$ cat src/rtl/tone_pwm_pkg.sv
package tone_pwm_pkg;

   // Rounded sine sample for a quarter-wave point j out of qn steps.
   function automatic int quarter_point(input int j, input int qn,
                                        input int off, input int amp);
      real ang;
      ang = 1.5707963267948966 * real'(j) / real'(qn);
      return $rtoi($floor(real'(off) + real'(amp) * $sin(ang) + 0.5));
   endfunction

   // Rounded sine sample for point i of a full wave of n steps.
   function automatic int full_point(input int i, input int n,
                                     input int off, input int amp);
      real ang;
      ang = 6.283185307179586 * real'(i) / real'(n);
      return $rtoi($floor(real'(off) + real'(amp) * $sin(ang) + 0.5));
   endfunction

endpackage

$ cat src/rtl/tpd_frame_ctr.sv
module tpd_frame_ctr #(
   parameter int PERIOD = 200,
   parameter int CNT_W  = $clog2(PERIOD)
) (
   input  logic             clk_i,
   input  logic             rst_i,
   input  logic             en_i,
   output logic [CNT_W-1:0] cnt_o,
   output logic             wrap_o
);
   localparam logic [CNT_W-1:0] LAST = CNT_W'(PERIOD - 1);

   logic [CNT_W-1:0] cnt_q;

   assign wrap_o = en_i && (cnt_q == LAST);
   assign cnt_o  = cnt_q;

   always_ff @(posedge clk_i) begin
      if (rst_i)       cnt_q <= '0;
      else if (wrap_o) cnt_q <= '0;
      else if (en_i)   cnt_q <= cnt_q + 1'b1;
   end
endmodule

$ cat src/rtl/tpd_phase_acc.sv
module tpd_phase_acc #(
   parameter int ACC_W = 24
) (
   input  logic             clk_i,
   input  logic             rst_i,
   input  logic             step_i,
   input  logic [ACC_W-1:0] tw_i,
   output logic [ACC_W-1:0] acc_o
);
   logic [ACC_W-1:0] acc_q;

   always_ff @(posedge clk_i) begin
      if (rst_i)       acc_q <= '0;
      else if (step_i) acc_q <= acc_q + tw_i;
   end

   assign acc_o = acc_q;
endmodule

$ cat src/rtl/tpd_sine_rom.sv
module tpd_sine_rom
   import tone_pwm_pkg::*;
#(
   parameter int IDX_W   = 8,
   parameter int DUTY_W  = 8,
   parameter int OFFSET  = 100,
   parameter int AMP     = 100,
   parameter bit QUARTER = 1'b1
) (
   input  logic              clk_i,
   input  logic              rst_i,
   input  logic [IDX_W-1:0]  idx_i,
   output logic [DUTY_W-1:0] sample_o
);
   localparam int NPTS = 1 << IDX_W;
   localparam int QN   = NPTS / 4;

   logic [DUTY_W-1:0] val;

   if (IDX_W < 3) begin : g_bad_idx
      $error("tpd_sine_rom: IDX_W must be at least 3");
   end

   if (QUARTER) begin : g_quarter
      logic [DUTY_W-1:0] qtab [0:QN];
      logic [1:0]        quad;
      logic [IDX_W-2:0]  qi;
      logic [DUTY_W-1:0] mag;

      for (genvar j = 0; j <= QN; j++) begin : g_pt
         assign qtab[j] = DUTY_W'(quarter_point(j, QN, OFFSET, AMP));
      end

      assign quad = idx_i[IDX_W-1 -: 2];
      always_comb begin
         qi  = quad[0] ? ((IDX_W-1)'(QN) - {1'b0, idx_i[IDX_W-3:0]})
                       : {1'b0, idx_i[IDX_W-3:0]};
         mag = qtab[qi];
         val = quad[1] ? (DUTY_W'(2 * OFFSET) - mag) : mag;
      end
   end else begin : g_full
      logic [DUTY_W-1:0] ftab [0:NPTS-1];
      for (genvar i = 0; i < NPTS; i++) begin : g_pt
         assign ftab[i] = DUTY_W'(full_point(i, NPTS, OFFSET, AMP));
      end
      assign val = ftab[idx_i];
   end

   always_ff @(posedge clk_i) begin
      if (rst_i) sample_o <= '0;
      else       sample_o <= val;
   end
endmodule

$ cat src/rtl/tpd_pwm_stage.sv
module tpd_pwm_stage #(
   parameter int CNT_W  = 8,
   parameter int DUTY_W = 8
) (
   input  logic              clk_i,
   input  logic              rst_i,
   input  logic              en_i,
   input  logic              load_i,
   input  logic [DUTY_W-1:0] next_i,
   input  logic [CNT_W-1:0]  cnt_i,
   output logic [DUTY_W-1:0] duty_o,
   output logic              pwm_o
);
   logic [DUTY_W-1:0] duty_q;

   always_ff @(posedge clk_i) begin
      if (rst_i)       duty_q <= '0;
      else if (load_i) duty_q <= next_i;
   end

   assign duty_o = duty_q;
   assign pwm_o  = en_i && (32'(cnt_i) < 32'(duty_q));
endmodule

$ cat src/rtl/tone_pwm_dds.sv
module tone_pwm_dds #(
   parameter int PERIOD  = 200,
   parameter int ACC_W   = 24,
   parameter int IDX_W   = 8,
   parameter int OFFSET  = 100,
   parameter int AMP     = 100,
   parameter bit QUARTER = 1'b1
) (
   input  logic             clk_i,
   input  logic             rst_i,
   input  logic             en_i,
   input  logic [ACC_W-1:0] tw_i,
   output logic             pwm_o,
   output logic             strobe_o
);
   localparam int CNT_W  = $clog2(PERIOD);
   localparam int DUTY_W = $clog2(PERIOD + 1);

   if (PERIOD < 2) begin : g_bad_period
      $error("tone_pwm_dds: PERIOD must be at least 2");
   end
   if (IDX_W > ACC_W) begin : g_bad_width
      $error("tone_pwm_dds: IDX_W exceeds ACC_W");
   end
   if (OFFSET < AMP || OFFSET + AMP > PERIOD) begin : g_bad_level
      $error("tone_pwm_dds: sample range must fit in 0..PERIOD");
   end

   logic [CNT_W-1:0]  cnt_q;
   logic [ACC_W-1:0]  acc_q;
   logic [DUTY_W-1:0] pend_q;
   logic [DUTY_W-1:0] duty_q;
   logic              wrap;

   tpd_frame_ctr #(.PERIOD(PERIOD), .CNT_W(CNT_W)) u_ctr (
      .clk_i(clk_i), .rst_i(rst_i), .en_i(en_i),
      .cnt_o(cnt_q), .wrap_o(wrap)
   );

   tpd_phase_acc #(.ACC_W(ACC_W)) u_acc (
      .clk_i(clk_i), .rst_i(rst_i), .step_i(wrap),
      .tw_i(tw_i), .acc_o(acc_q)
   );

   tpd_sine_rom #(
      .IDX_W(IDX_W), .DUTY_W(DUTY_W), .OFFSET(OFFSET),
      .AMP(AMP), .QUARTER(QUARTER)
   ) u_rom (
      .clk_i(clk_i), .rst_i(rst_i),
      .idx_i(acc_q[ACC_W-1 -: IDX_W]), .sample_o(pend_q)
   );

   tpd_pwm_stage #(.CNT_W(CNT_W), .DUTY_W(DUTY_W)) u_pwm (
      .clk_i(clk_i), .rst_i(rst_i), .en_i(en_i), .load_i(wrap),
      .next_i(pend_q), .cnt_i(cnt_q), .duty_o(duty_q), .pwm_o(pwm_o)
   );

   assign strobe_o = wrap;
endmodule


$ cat config.mk
export PLATFORM = sky130hd
export DESIGN_NAME = tone_pwm_dds
export DESIGN_NICKNAME = d
export VERILOG_FILES = /design/src/rtl/tone_pwm_pkg.sv /design/src/rtl/tpd_frame_ctr.sv /design/src/rtl/tpd_phase_acc.sv /design/src/rtl/tpd_sine_rom.sv /design/src/rtl/tpd_pwm_stage.sv /design/src/rtl/tone_pwm_dds.sv
export SDC_FILE = /design/constraint.sdc
export NUM_CORES = 1
export LEC_CHECK = 0
export ABC_AREA = 1
export BUFFER_PORTS_ARGS = -buffer_cell sky130_fd_sc_hd__buf_2
export CAP_MARGIN = 5
export CORE_ASPECT_RATIO = 1.5
export CORE_UTILIZATION = 38
export CTS_CLUSTER_DIAMETER = 100
export DETAILED_ROUTE_END_ITERATION = 10
export HOLD_SLACK_MARGIN = 0.08
export PLACE_DENSITY = 0.62
export SLEW_MARGIN = 20
export SYNTH_ARGS = -nofsm -noshare
export SYNTH_HDL_FRONTEND = slang
export SYNTH_SLANG_ARGS = --single-unit
$ cat constraint.sdc
create_clock -name clk_i -period 4.8 [get_ports clk_i]
set_input_delay 0.24 -clock clk_i [delete_from_list [all_inputs] [get_ports clk_i]]
set_output_delay 0.24 -clock clk_i [all_outputs]
set_load 0.05 [all_outputs]
==> flow_summary.ini <==
[sta]
hold_violations = 0
tightest_slew_ns = 0.831
finalCritPeriodShare_pct = 59.1
layout_setup_ws_ns = 1.96
rsz0062_at_grt = false
relSlewSlack_pct = 44.4
fin_worst_skew_ns = 0.00286
period_minus_slack_ns = 2.84
drv_slew = 0
final-setup-viol-count = 0
fin_tns_setup_ns = 0
max_freq_ghz = 0.352

[logic_synthesis]
yosysUniqueCellTypes = 39
syn_nets = 680
synth.top_cell.area_share_pct = 24.6
synth_edf_count = 0
synth-main-ff-cell = dfxtp_1
ys_ff_latch = 48
synth_area_leader_cell = dfxtp_1
synthCells = 613
synthesis.area_um2 = 3900
synth_most_common_cell = nand2_1
synth_async_sr_flop_share_pct = 0
ys_seq_area_share_pct = 24.6
syn_area_per_cell_um2 = 6.37
synth_common_cells = 153 x nand2_1, 79 x inv_1, 55 x nor2_1
synth_warnings = 0
ys_top_cells_by_area = dfxtp_1 25%, nand2_1 15%, ha_1 12%

[status]
outcome = complete, but fails checks
failed_checks = design-rule violations

[setup_path]
worst-path-buf-inv = 2
crit_chain = inv_2, ha_1, nand2_1, o21ai_1, ha_1, inv_1, nand2_1, nand2_1, nand2_1, nand2_1, nand3_1, nand3_1, nand3_1, ha_1, nand2_1, nand2_1, nand2_1, nand2_1, nand2_1, nor2_1
arrival_ns = 3.03
slowest_delay_ns = 0.50
endpoint_kind = flip-flop
r2r_start = u_acc.acc_o[16]
cp_top_family = simple AND/OR/NAND/NOR gates
slowest_stage = dfxtp_1
reg2reg_depth = 20
crit_path_start_kind = flip-flop
reg2reg_slack_ns = 1.96
path_depth = 20
reg2reg_to = u_rom.sample_o[6]
crit_path_max_fanout = 8
crit_path_frequent_cell = nand2_1
crit_type = flip-flop to flip-flop
crit_required_ns = 4.99

[drt]
detail_route.wl_per_cell_um = 12.9
vias = 3937
firstDrtPassIters = 10
via_per_inst = 5.21
finalWirelength_mm = 9.79
route.detailed.drc = 5
drtIter0Drc = 171
final_antenna_net_count = 0

[global_routing]
grt_pass1_vias = 3803
antenna_found_initial = 0
globalRouteTotalUtil_pct = 19.0
grt_pass1_wl_mm = 16.3
gr-total-overflow = 0
grt_max_degree = 32

[floorplan]
core.rowCount = 45
die_h_um = 126
ioPinCount = 29
die_w_um = 84.8
dieArea_um2 = 10700
start_util_pct = 38.7
core_area_um2 = 10100

[power_and_ir_drop]
ir_drop_mv = 0.149
power_leakage_nw = 2.20
p_per_area_nw_per_um2 = 207

[run]
cap_violations = 0

[cts]
clk_pin_slew_ns = 0.07
cts_resized = 0
htreeDepth = 2
root_buffer = clkbuf_16
clock_sinks = 48
cts.path.max_buffers = 2
cts_buffers = 5
tritoncts = done
clkLatencyLatePin_ns = 0.29
cts_hold_buf = 0
cts_setup_buffers = 0

[finish]
diodes = 0
regArea_um2 = 961
nets = 705
fin_cells = 756
areaGrowthSynthToFinish_pct = 10.5
multiInputGateArea_um2 = 2570
drive_above_1_share_pct = 8.29
fill_cells = 1063

[place]
dp_cells = 748
io_buffers = 28
place_ws_ns = 1.96
dp_hpwl_mm = 7.85
gp_congestion = 0.944

[min_path]
holdPathEnd = u_rom.sample_o[3]
hold_class = input pin to flip-flop
hp-start = rst_i
whs_path_depth = 2
[cells by family (layout without fill, tap and decap cells)]
kind of cell | Yosys count | after routing | share of synthesized area, %
xor gates and xnor gates | 13 | 13 | 2.92
muxes | 1 | 1 | 0.256
DFF | 48 | 48 | 24.6
and+or+nand+nor | 289 | 289 | 31.5
AOI/OAI and AO/OA | 127 | 127 | 18.1
buffers and inverters | 95 | 121 | 9.64
adders and majority gates | 40 | 40 | 13.0
[cell type report]
cell class	instances	area share (%)
Clock buffer	6	3.22
Clock inverter	2	0.899
Inverter	84	7.31
Multi-Input combinational cell	470	59.5
Sequential cell	48	22.3
Tap cell	117	3.39
Timing Repair Buffer	29	3.42
[report_power, final]
part | internal (W) | switching [W]
registers | 0.000401 | 0.00000191
logic | 0.0000266 | 0.0000431
clock network | 0.000261 | 0.000161
total | 0.000689 | 0.000206
[metal layers]
metal,up-vias,global-route usage (%),wire (um)
met1,1757,18.8,3940
li1,2069,-,-
met2,76,36.8,5120
met3,35,2.10,226
met4,0,11.8,498
met5,-,0,0
[worst max-delay path by stage]
stage	to	slack, ns	start
2_1_floorplan	pwm_o	2.24	u_ctr.cnt_o[1]
3_3_place_gp	u_rom.sample_o[6]	2.03	u_acc.acc_o[16]
3_5_place_dp	u_rom.sample_o[6]	1.96	u_acc.acc_o[16]
4_1_cts	u_rom.sample_o[6]	1.95	u_acc.acc_o[16]
5_1_grt	u_rom.sample_o[6]	1.59	u_acc.acc_o[16]
6_report	u_rom.sample_o[6]	1.96	u_acc.acc_o[16]
[worst register-to-register path: stages (launching register included)]
cell and delay, ns:
dfxtp_1 0.50, inv_2 0.12, ha_1 0.32, nand2_1 0.07, o21ai_1 0.14, ha_1 0.36, inv_1 0.06, nand2_1 0.04
nand2_1 0.06, nand2_1 0.05, nand2_1 0.07, nand3_1 0.07, nand3_1 0.08, nand3_1 0.12, ha_1 0.26, nand2_1 0.09
nand2_1 0.08, nand2_1 0.10, nand2_1 0.05, nand2_1 0.06, nor2_1 0.05
[registers in the layout (all words and copies together), names as in the netlist]
name and count:
u_pwm.duty_o 8, u_rom.sample_o 8, u_ctr.cnt_o 8, u_acc.acc_o 24
[metrics by stage]
stage	utilization, %	total power, W	area [um^2]	hold WS (ns)
2_1_floorplan	-	0.000456	3910	0.407
6_report	42.8	0.000895	4320	0.277
3_5_place_dp	41.1	0.000482	4140	0.450
4_1_cts	42.8	0.000905	4320	0.281
3_3_place_gp	41.1	0.000479	4140	0.441
5_1_grt	42.8	0.000928	4320	0.291
[cell usage in the layout, fill, tap and decap left out, types with 4 or more instances in the layout]
master / synthesis / routed
nand2_1: 153 / 153
inv_1: 79 / 79
nor2_1: 55 / 55
a21oi_1: 52 / 52
nand3_1: 49 / 49
dfxtp_1: 48 / 48
o21ai_0: 45 / 45
ha_1: 39 / 39
buf_2: 1 / 28
nor3_1: 12 / 12
xnor2_1: 8 / 8
o211ai_1: 7 / 7
a21boi_0: 5 / 5
xor2_1: 5 / 5
clkbuf_16: 0 / 5
inv_2: 4 / 4
nand2_2: 4 / 4
nand4_1: 4 / 4
o21bai_1: 4 / 4
No activity file was read; power rests on OpenSTA's default activity.
